[src/rtl/tmr16_pkg.sv]
package tmr16_pkg;

  typedef enum logic [1:0] {
    TSEL_SLOW  = 2'b00,
    TSEL_FAST  = 2'b01,
    TSEL_ODD   = 2'b10,
    TSEL_SLOW2 = 2'b11
  } tick_sel_e;

  // Divide ratio chosen by the select code.
  function automatic int unsigned tick_divisor(input logic [1:0] sel,
                                               input int unsigned d_slow,
                                               input int unsigned d_fast,
                                               input int unsigned d_odd);
    case (tick_sel_e'(sel))
      TSEL_FAST: return d_fast;
      TSEL_ODD:  return d_odd;
      default:   return d_slow;
    endcase
  endfunction

  function automatic int unsigned max3(input int unsigned a,
                                       input int unsigned b,
                                       input int unsigned c);
    int unsigned m;
    m = (a > b) ? a : b;
    return (m > c) ? m : c;
  endfunction

endpackage

[src/rtl/tmr16_prescale.sv]
module tmr16_prescale
  import tmr16_pkg::*;
#(
  parameter int unsigned DIV_SLOW = 12,
  parameter int unsigned DIV_FAST = 4,
  parameter int unsigned DIV_ODD  = 13
) (
  input  logic       clk,
  input  logic       rst_n,
  input  logic       run,
  input  logic [1:0] sel,
  output logic       tick
);
  localparam int unsigned DIV_MAX = max3(DIV_SLOW, DIV_FAST, DIV_ODD);
  localparam int unsigned PW      = $clog2(DIV_MAX + 1);

  logic [PW-1:0] pre_q;
  logic [PW-1:0] last_q;

  always_comb begin
    last_q = PW'(tick_divisor(sel, DIV_SLOW, DIV_FAST, DIV_ODD) - 1);
    tick   = run && (pre_q >= last_q);
  end

  always_ff @(posedge clk or negedge rst_n) begin
    if (!rst_n)      pre_q <= '0;
    else if (!run)   pre_q <= '0;
    else if (tick)   pre_q <= '0;
    else             pre_q <= pre_q + 1'b1;
  end
endmodule

[src/rtl/tmr16_edge_sync.sv]
module tmr16_edge_sync #(
  parameter int unsigned STAGES = 2
) (
  input  logic clk,
  input  logic rst_n,
  input  logic din,
  output logic fall
);
  logic [STAGES-1:0] sync_q;
  logic              prev_q;

  generate
    for (genvar i = 0; i < STAGES; i++) begin : g_stage
      always_ff @(posedge clk or negedge rst_n) begin
        if (!rst_n) sync_q[i] <= 1'b1;
        else if (i == 0) sync_q[i] <= din;
        else sync_q[i] <= sync_q[(i == 0) ? 0 : i - 1];
      end
    end
  endgenerate

  always_ff @(posedge clk or negedge rst_n) begin
    if (!rst_n) prev_q <= 1'b1;
    else        prev_q <= sync_q[STAGES-1];
  end

  assign fall = prev_q & ~sync_q[STAGES-1];
endmodule

[src/rtl/tmr16_core.sv]
module tmr16_core #(
  parameter int unsigned CNT_W = 16
) (
  input  logic             clk,
  input  logic             rst_n,
  input  logic             tick,
  input  logic             ext_fall,
  input  logic             mode_cap,
  input  logic             ud_en,
  input  logic             dir_in,
  input  logic             ext_en,
  input  logic             clkout_en,
  input  logic             cnt_wr_en,
  input  logic [CNT_W-1:0] cnt_wr_data,
  input  logic             rld_wr_en,
  input  logic [CNT_W-1:0] rld_wr_data,
  input  logic             ovf_clr,
  input  logic             ext_clr,
  output logic [CNT_W-1:0] count,
  output logic [CNT_W-1:0] rld_cap,
  output logic             ovf_flag,
  output logic             ext_flag,
  output logic             dir_stat,
  output logic             clk_out,
  output logic             wrap_evt,
  output logic             ext_evt,
  output logic             ext_reload,
  output logic             down_mode
);
  localparam logic [CNT_W-1:0] CNT_MAX = '1;

  function automatic logic [CNT_W-1:0] next_up(input logic [CNT_W-1:0] v,
                                               input logic [CNT_W-1:0] rld,
                                               input logic cap);
    if (v == CNT_MAX) return cap ? '0 : rld;
    return v + 1'b1;
  endfunction

  function automatic logic [CNT_W-1:0] next_down(input logic [CNT_W-1:0] v,
                                                 input logic [CNT_W-1:0] rld);
    if (v == rld) return CNT_MAX;
    return v - 1'b1;
  endfunction

  logic [CNT_W-1:0] cnt_q, cnt_d, rld_q, rld_d;
  logic             ovf_q, ext_q, dir_q, clko_q;
  logic             step_go, at_limit, cap_go;

  always_comb begin
    down_mode  = ud_en && !mode_cap && !dir_in;
    ext_evt    = ext_fall && ext_en;
    ext_reload = ext_evt && !mode_cap && !ud_en;
    cap_go     = ext_evt && mode_cap;
    step_go    = tick && !cnt_wr_en && !ext_reload;
    at_limit   = down_mode ? (cnt_q == rld_q) : (cnt_q == CNT_MAX);
    wrap_evt   = step_go && at_limit;

    if (cnt_wr_en)       cnt_d = cnt_wr_data;
    else if (ext_reload) cnt_d = rld_q;
    else if (step_go)    cnt_d = down_mode ? next_down(cnt_q, rld_q)
                                           : next_up(cnt_q, rld_q, mode_cap);
    else                 cnt_d = cnt_q;

    if (rld_wr_en)   rld_d = rld_wr_data;
    else if (cap_go) rld_d = cnt_q;
    else             rld_d = rld_q;
  end

  always_ff @(posedge clk or negedge rst_n) begin
    if (!rst_n) begin
      cnt_q  <= '0;
      rld_q  <= '0;
      ovf_q  <= 1'b0;
      ext_q  <= 1'b0;
      dir_q  <= 1'b0;
      clko_q <= 1'b0;
    end else begin
      cnt_q <= cnt_d;
      rld_q <= rld_d;
      if (wrap_evt)     ovf_q <= 1'b1;
      else if (ovf_clr) ovf_q <= 1'b0;
      if (ext_evt)      ext_q <= 1'b1;
      else if (ext_clr) ext_q <= 1'b0;
      if (wrap_evt && ud_en)     dir_q  <= ~dir_q;
      if (wrap_evt && clkout_en) clko_q <= ~clko_q;
    end
  end

  assign count    = cnt_q;
  assign rld_cap  = rld_q;
  assign ovf_flag = ovf_q;
  assign ext_flag = ext_q;
  assign dir_stat = dir_q;
  assign clk_out  = clko_q;
endmodule

[src/rtl/cap_timer16.sv]
module cap_timer16 #(
  parameter int unsigned CNT_W       = 16,
  parameter int unsigned DIV_SLOW    = 12,
  parameter int unsigned DIV_FAST    = 4,
  parameter int unsigned DIV_ODD     = 13,
  parameter int unsigned SYNC_STAGES = 2
) (
  input  logic             clk,
  input  logic             rst_n,
  input  logic             run,
  input  logic [1:0]       tick_sel,
  input  logic             mode_cap,
  input  logic             ud_en,
  input  logic             dir_in,
  input  logic             ext_en,
  input  logic             ext_trig,
  input  logic             clkout_en,
  input  logic             cnt_wr_en,
  input  logic [CNT_W-1:0] cnt_wr_data,
  input  logic             rld_wr_en,
  input  logic [CNT_W-1:0] rld_wr_data,
  input  logic             ovf_clr,
  input  logic             ext_clr,
  output logic [CNT_W-1:0] count,
  output logic [CNT_W-1:0] rld_cap,
  output logic             ovf_flag,
  output logic             ext_flag,
  output logic             dir_stat,
  output logic             clk_out
);
  logic tick, ext_fall, wrap_evt, ext_evt, ext_reload, down_mode;

  tmr16_prescale #(
    .DIV_SLOW(DIV_SLOW), .DIV_FAST(DIV_FAST), .DIV_ODD(DIV_ODD)
  ) u_pre (
    .clk(clk), .rst_n(rst_n), .run(run), .sel(tick_sel), .tick(tick)
  );

  tmr16_edge_sync #(.STAGES(SYNC_STAGES)) u_sync (
    .clk(clk), .rst_n(rst_n), .din(ext_trig), .fall(ext_fall)
  );

  tmr16_core #(.CNT_W(CNT_W)) u_core (
    .clk(clk), .rst_n(rst_n), .tick(tick), .ext_fall(ext_fall),
    .mode_cap(mode_cap), .ud_en(ud_en), .dir_in(dir_in), .ext_en(ext_en),
    .clkout_en(clkout_en), .cnt_wr_en(cnt_wr_en), .cnt_wr_data(cnt_wr_data),
    .rld_wr_en(rld_wr_en), .rld_wr_data(rld_wr_data),
    .ovf_clr(ovf_clr), .ext_clr(ext_clr),
    .count(count), .rld_cap(rld_cap), .ovf_flag(ovf_flag),
    .ext_flag(ext_flag), .dir_stat(dir_stat), .clk_out(clk_out),
    .wrap_evt(wrap_evt), .ext_evt(ext_evt), .ext_reload(ext_reload),
    .down_mode(down_mode)
  );
endmodule

[config.mk]
export PLATFORM = sky130hd
export DESIGN_NAME = cap_timer16
export DESIGN_NICKNAME = d
export VERILOG_FILES = /design/src/rtl/tmr16_pkg.sv /design/src/rtl/tmr16_prescale.sv /design/src/rtl/tmr16_edge_sync.sv /design/src/rtl/tmr16_core.sv /design/src/rtl/cap_timer16.sv
export SDC_FILE = /design/constraint.sdc
export NUM_CORES = 1
export LEC_CHECK = 0
export BUFFER_PORTS_ARGS = -buffer_cell sky130_fd_sc_hd__buf_2
export CAP_MARGIN = 15
export CORE_MARGIN = 2
export CORE_UTILIZATION = 55
export DETAILED_ROUTE_END_ITERATION = 10
export GPL_TIMING_DRIVEN = 0
export PLACE_DENSITY = 0.9
export SYNTH_ARGS = -nofsm -noshare
export SYNTH_HDL_FRONTEND = slang
export SYNTH_SLANG_ARGS = --single-unit
export TNS_END_PERCENT = 20
[constraint.sdc]
create_clock -name clk -period 7.05 [get_ports clk]
set_input_delay 1.0575 -clock clk [delete_from_list [all_inputs] [get_ports clk]]
set_output_delay 1.0575 -clock clk [all_outputs]
set_load 0.01 [all_outputs]
== Word level (Yosys, flattened, before mapping) ==
Index checks and enable logic that the tools add are counted.

* Register bits: 43

* Add/subtract/negate cells: 4
* Magnitude comparators: 1
* Eq/ne operators: 4
* Mux-type cells: 27
* Bitwise operators: 4
* Reductions and logical operators: 21

{| class="wikitable"
|+ Operator list
! cell !! number
|-
| 16-bit 2-to-1 mux || 11
|-
| 16-bit by 1-bit adder with 16-bit output (second input constant) || 1
|-
| 16-bit equality test || 1
|-
| 16-bit equality test (second input constant) || 1
|-
| 16-bit by 1-bit subtractor with 16-bit output (second input constant) || 1
|-
| 1-bit 2-to-1 mux || 13
|-
| 1-bit logical AND || 12
|-
| 4-bit 2-to-1 mux || 2
|-
| 4-bit case mux with 2 select lines || 1
|-
| 2-bit nonzero test || 3
|-
| 1-bit logical NOT || 5
|-
| 4-bit by 1-bit adder with 4-bit output (second input constant) || 1
|-
| 4-bit greater-or-equal comparator || 1
|-
| 4-bit by 1-bit subtractor with 4-bit output (second input constant) || 1
|-
| 1-bit NOT || 3
|-
| 3-bit nonzero test || 1
|-
| 2-bit by 1-bit equality test with 1-bit output (second input constant) || 1
|-
| 2-bit equality test (second input constant) || 1
|-
| 1-bit AND || 1
|}

== Depth between registers and ports, before layout ==
* Depth after elaboration: 15
* Depth in mapped cells: 9
* Mapped depth without buffers: 9

== Hierarchy ==
Synthesis repeated with hierarchy kept, for this count alone.

* Cell total of the unflattened synthesis: 435
* Area, all modules: 3582.2 µm²

{| class="wikitable"
|+ Modules (own cells, without submodules)
! module !! times used !! cells an instance !! area each (µm²)
|-
| tmr16_core || 1 || 404 || 3208.1
|-
| tmr16_prescale || 1 || 27 || 281.5
|-
| tmr16_edge_sync || 1 || 4 || 92.6
|}

== Worst setup path after synthesis ==
Ideal clock, no wire load.

* Path kind: input to register
* From: input port tick_sel[0]
* To: register u_core.cnt_q[7], in the netlist u_core.count[7]
* Arrival: 2.751 ns
* Slack: 4.173 ns
* Stages: 8
* Path buffers: 0
* Cell sequence: nand2b_1 ha_1 o211ai_1 o21ai_0 nand2_1 nor2_1 a2111oi_0 a221o_1

* Word-level cells in the longest chain between the ends: 8
* Elaborated cells on any way between the ends: 9

{| class="wikitable"
|+ Ends and longest elaborated chain
! item !! line !! text
|-
| start: declaration || cap_timer16.sv:11 || <nowiki>input logic [1:0] tick_sel,</nowiki>
|-
| 2-bit equality test or 2-bit by 1-bit equality test with 1-bit output (tied branches) || tmr16_pkg.sv:15 || <nowiki>case (tick_sel_e'(sel))</nowiki>
|-
| 4-bit case mux with 2 select lines * || tmr16_pkg.sv:15 ||
|-
| 4-bit by 1-bit subtractor with 4-bit output * || tmr16_prescale.sv:21 || <nowiki>last_q = PW'(tick_divisor(sel, DIV_SLOW, DIV_FAST, DIV_ODD) - 1);</nowiki>
|-
| 4-bit greater-or-equal comparator * || tmr16_prescale.sv:22 || <nowiki>tick = run && (pre_q >= last_q);</nowiki>
|-
| 1-bit logical AND * || tmr16_prescale.sv:22 ||
|-
| 1-bit logical AND * (2 in series) || tmr16_core.sv:54 || <nowiki>step_go = tick && !cnt_wr_en && !ext_reload;</nowiki>
|-
| 3-bit nonzero test (no line) * || -- ||
|-
| end signal: assignment || tmr16_core.sv:78 || <nowiki>cnt_q <= cnt_d;</nowiki>
|-
| end: declaration || tmr16_core.sv:45 || <nowiki>logic [CNT_W-1:0] cnt_q, cnt_d, rld_q, rld_d;</nowiki>
|}

Every way passes the cells marked *; elsewhere a longest branch is shown, timed or not.
A chain may end at the register's enable or synchronous reset.

== Worst setup path after layout ==
Ends and elaborated chain as after synthesis.

==> run metrics <==
Seq/Total Area, Yosys 31.4%; top cells by area, synth dfrtp_1 29%, xor2_1 6.1%, nor2_1 5.5%; chip height 83.1 um; htree depth 2; placed insts 575; Via-to-Cell Ratio 6.30; remaining routing DRC violations 0; Site Rows 28; fin cells 583; vias in the first global route 3604; Main synth FF type dfrtp_1; initial antenna violation count 0; I/O pin count 83; fin crit period 3.31 ns; Yosys warnings 0; Ant. Diodes 0; Post-synth EDFFs 0; Post-CTS Setup Bufs 0; period utilisation layout 47.0%; Fin Setup TNS 0 ns; DRT Pass-1 Iters 5; Slew Limit Fails 0; outcome complete, no violations; CTS Sinks 43; worst supply voltage drop on vdd 97.5 uV; initial drt markers 431; most frequent cell after synthesis nor2_1; clk root buf clkbuf_8; core area 0.00599 mm2; CTS tree done; worst path cell trace buf_2 -> nand2b_1 -> ha_1 -> o211ai_1 -> o21ai_0 -> nand2_1 -> nor2_1 -> a2111oi_0 -> a221o_1; PortBufs 82; post-synth top area cell dfrtp_1; share of cells above drive strength 1 22.6%; Worst EP arrival 3.51 ns; CTS buffer count 5; Synth top area share 29.1%; # resized after CTS 0; Area growth syn-to-layout 17.5%; Async SR Flop Fraction 100%; die area 0.00691 mm2; Routed WL per cell 19.4 um; Design Power 764 uW; GR Util All Layers 33.1%; CP startpoint kind primary input; Syn Nets 472; Post-Place Setup Slack 3.55 ns; Slew @ Worst Pin 0.963 ns; clk buf depth 2; Overflow after GRT 0; post-synth cell types 65; Synth top cells by count 50 x nor2_1, 46 x nand2_1, 40 x dfrtp_1; Setup violations, final 0; final worst slack 3.74 ns; post-synthesis register bit count 43; CP Max Fanout 10; required time of the critical path 7.25 ns; mapped cell area 0.00344 mm2; Fmax achieved 302 MHz; WHS 0.360 ns; Post-Synthesis Cells 418; Setup crit end kind register; Starting Density 57.5%; Max-Cap Viols 0; RSZ-0062 raised after global routing no; first-pass GRT wire length 18400 um; HP Class reg2reg; worst path bufs/invs 1; Max-slew headroom 35.8%; DR vias 3675; worst-skew pair later-pin latency 0.31 ns; post-route ant nets 0; clock skew 0.00557 ns; Avg Cell Area, Syn 8.24 um2; top cell family by delay on the critical path simple AND/OR/NAND/NOR gates; Final Routed Wirelength 11300 um; die width 83.1 um; Nets 561; routability congestion estimate 0.993; Fin. Hold Viols 0; Worst path max stage delay 0.68 ns; Hold Buf Count CTS 0; Slowest cell on crit path nor2_1; largest net degree at the start of global routing 44; dpl hpwl 8370 um; kind of critical path in2reg; Leak 0.00183 uW; Worst-path clk slew 0.09 ns; PwrDens 189 mW/mm2
==> cells by family after synthesis <==
| group | share of synthesized area, % |
|---|---|
| mux | 4.40 |
| compound gates | 21.9 |
| xor+xnor | 10.7 |
| simple gates | 23.1 |
| fa+ha+maj | 2.54 |
| flops | 31.4 |
| buf+inv | 6.00 |
==> per-stage QoR <==
stage	util, %	instance area [um2]
CTS	67.5	4050
global placement	65.9	3950
floorplan	-	3440
finish	67.5	4050
detailed placement	65.9	3950
global route	67.5	4050
==> layout make-up <==
cell class / instances / area, um2
clock inverters: 2 / 16.3
plain buffers: 35 / 165
fillers: 547 / 1940
well taps: 75 / 93.8
clock buffers: 6 / 82.6
multi-input cells: 329 / 2160
repair buffers: 82 / 410
inverters: 11 / 41.3
flip-flops and latches: 43 / 1080
==> power by group <==
group / switching [uW] / internal (uW)
clock network: 98.5 / 80.2
registers: 35.2 / 272
logic: 166 / 112
==> cell usage in the layout (no fill, tap or decap), types with 5 or more instances in the layout <==
cell	count
nor4_1	8
nand2_1	46
a21oi_1	12
nor2_1	50
xor2_1	24
nand3_1	11
ha_1	7
inv_1	10
xnor2_1	18
clkbuf_1	21
o31a_1	7
clkbuf_8	6
nand2b_1	5
o21ai_0	31
dfrtp_1	40
a211oi_1	12
mux2i_1	14
nor3_1	7
buf_2	91
==> final timing paths <==
| path | startpoint | to | slack, ns | cells after the start |
|---|---|---|---|---|
| min | u_sync.sync_q[0]$_DFF_PN1_ | u_sync.sync_q[1]$_DFF_PN1_ | 0.36 | 0 |
| max reg2reg | u_core.count[1]$_DFFE_PN0P_ | u_core.count[0]$_DFFE_PN0P_ | 4.28 | 8 |
| min in group asynchronous | rst_n | u_core.ext_flag$_DFFE_PN0P_ | 0.89 | 1 |
| max | tick_sel[0] | u_core.count[7]$_DFFE_PN0P_ | 3.74 | 9 |
| max in group asynchronous | rst_n | u_core.count[8]$_DFFE_PN0P_ | 5.57 | 1 |
| min reg2reg | u_sync.sync_q[0]$_DFF_PN1_ | u_sync.sync_q[1]$_DFF_PN1_ | 0.36 | 0 |
==> sequential cells by signal, summed over array words and instances, names as in the netlist <==
| signal | flops |
|---|---|
| u_core.ext_flag | 1 |
| u_sync.prev_q | 1 |
| u_core.rld_cap | 16 |
| u_core.count | 16 |
| u_pre.pre_q | 4 |
| u_core.clk_out | 1 |
| u_core.ovf_flag | 1 |
| u_sync.sync_q | 2 |
| u_core.dir_stat | 1 |
==> layer usage <==
| metal | routed length [um] | share of wire [%] | track usage [%] |
|---|---|---|---|
| met3 | 1120 | 9.9 | 6.36 |
| met5 | 0 | 0 | 0 |
| met2 | 5200 | 46 | 51.0 |
| met4 | 378 | 3.3 | 13.9 |
| met1 | 4630 | 41 | 45.6 |
==> worst register-to-register path: cells and delay by family, from the launching register on <==
family          cells  cell delay (ns)
buf+inv             1             0.19
simple gates        3             0.90
fa+ha+maj           1             0.39
mux                 1             0.15
compound gates      2             0.47
flops               1             0.60
Note: power is estimated with default switching activity, not from simulation.
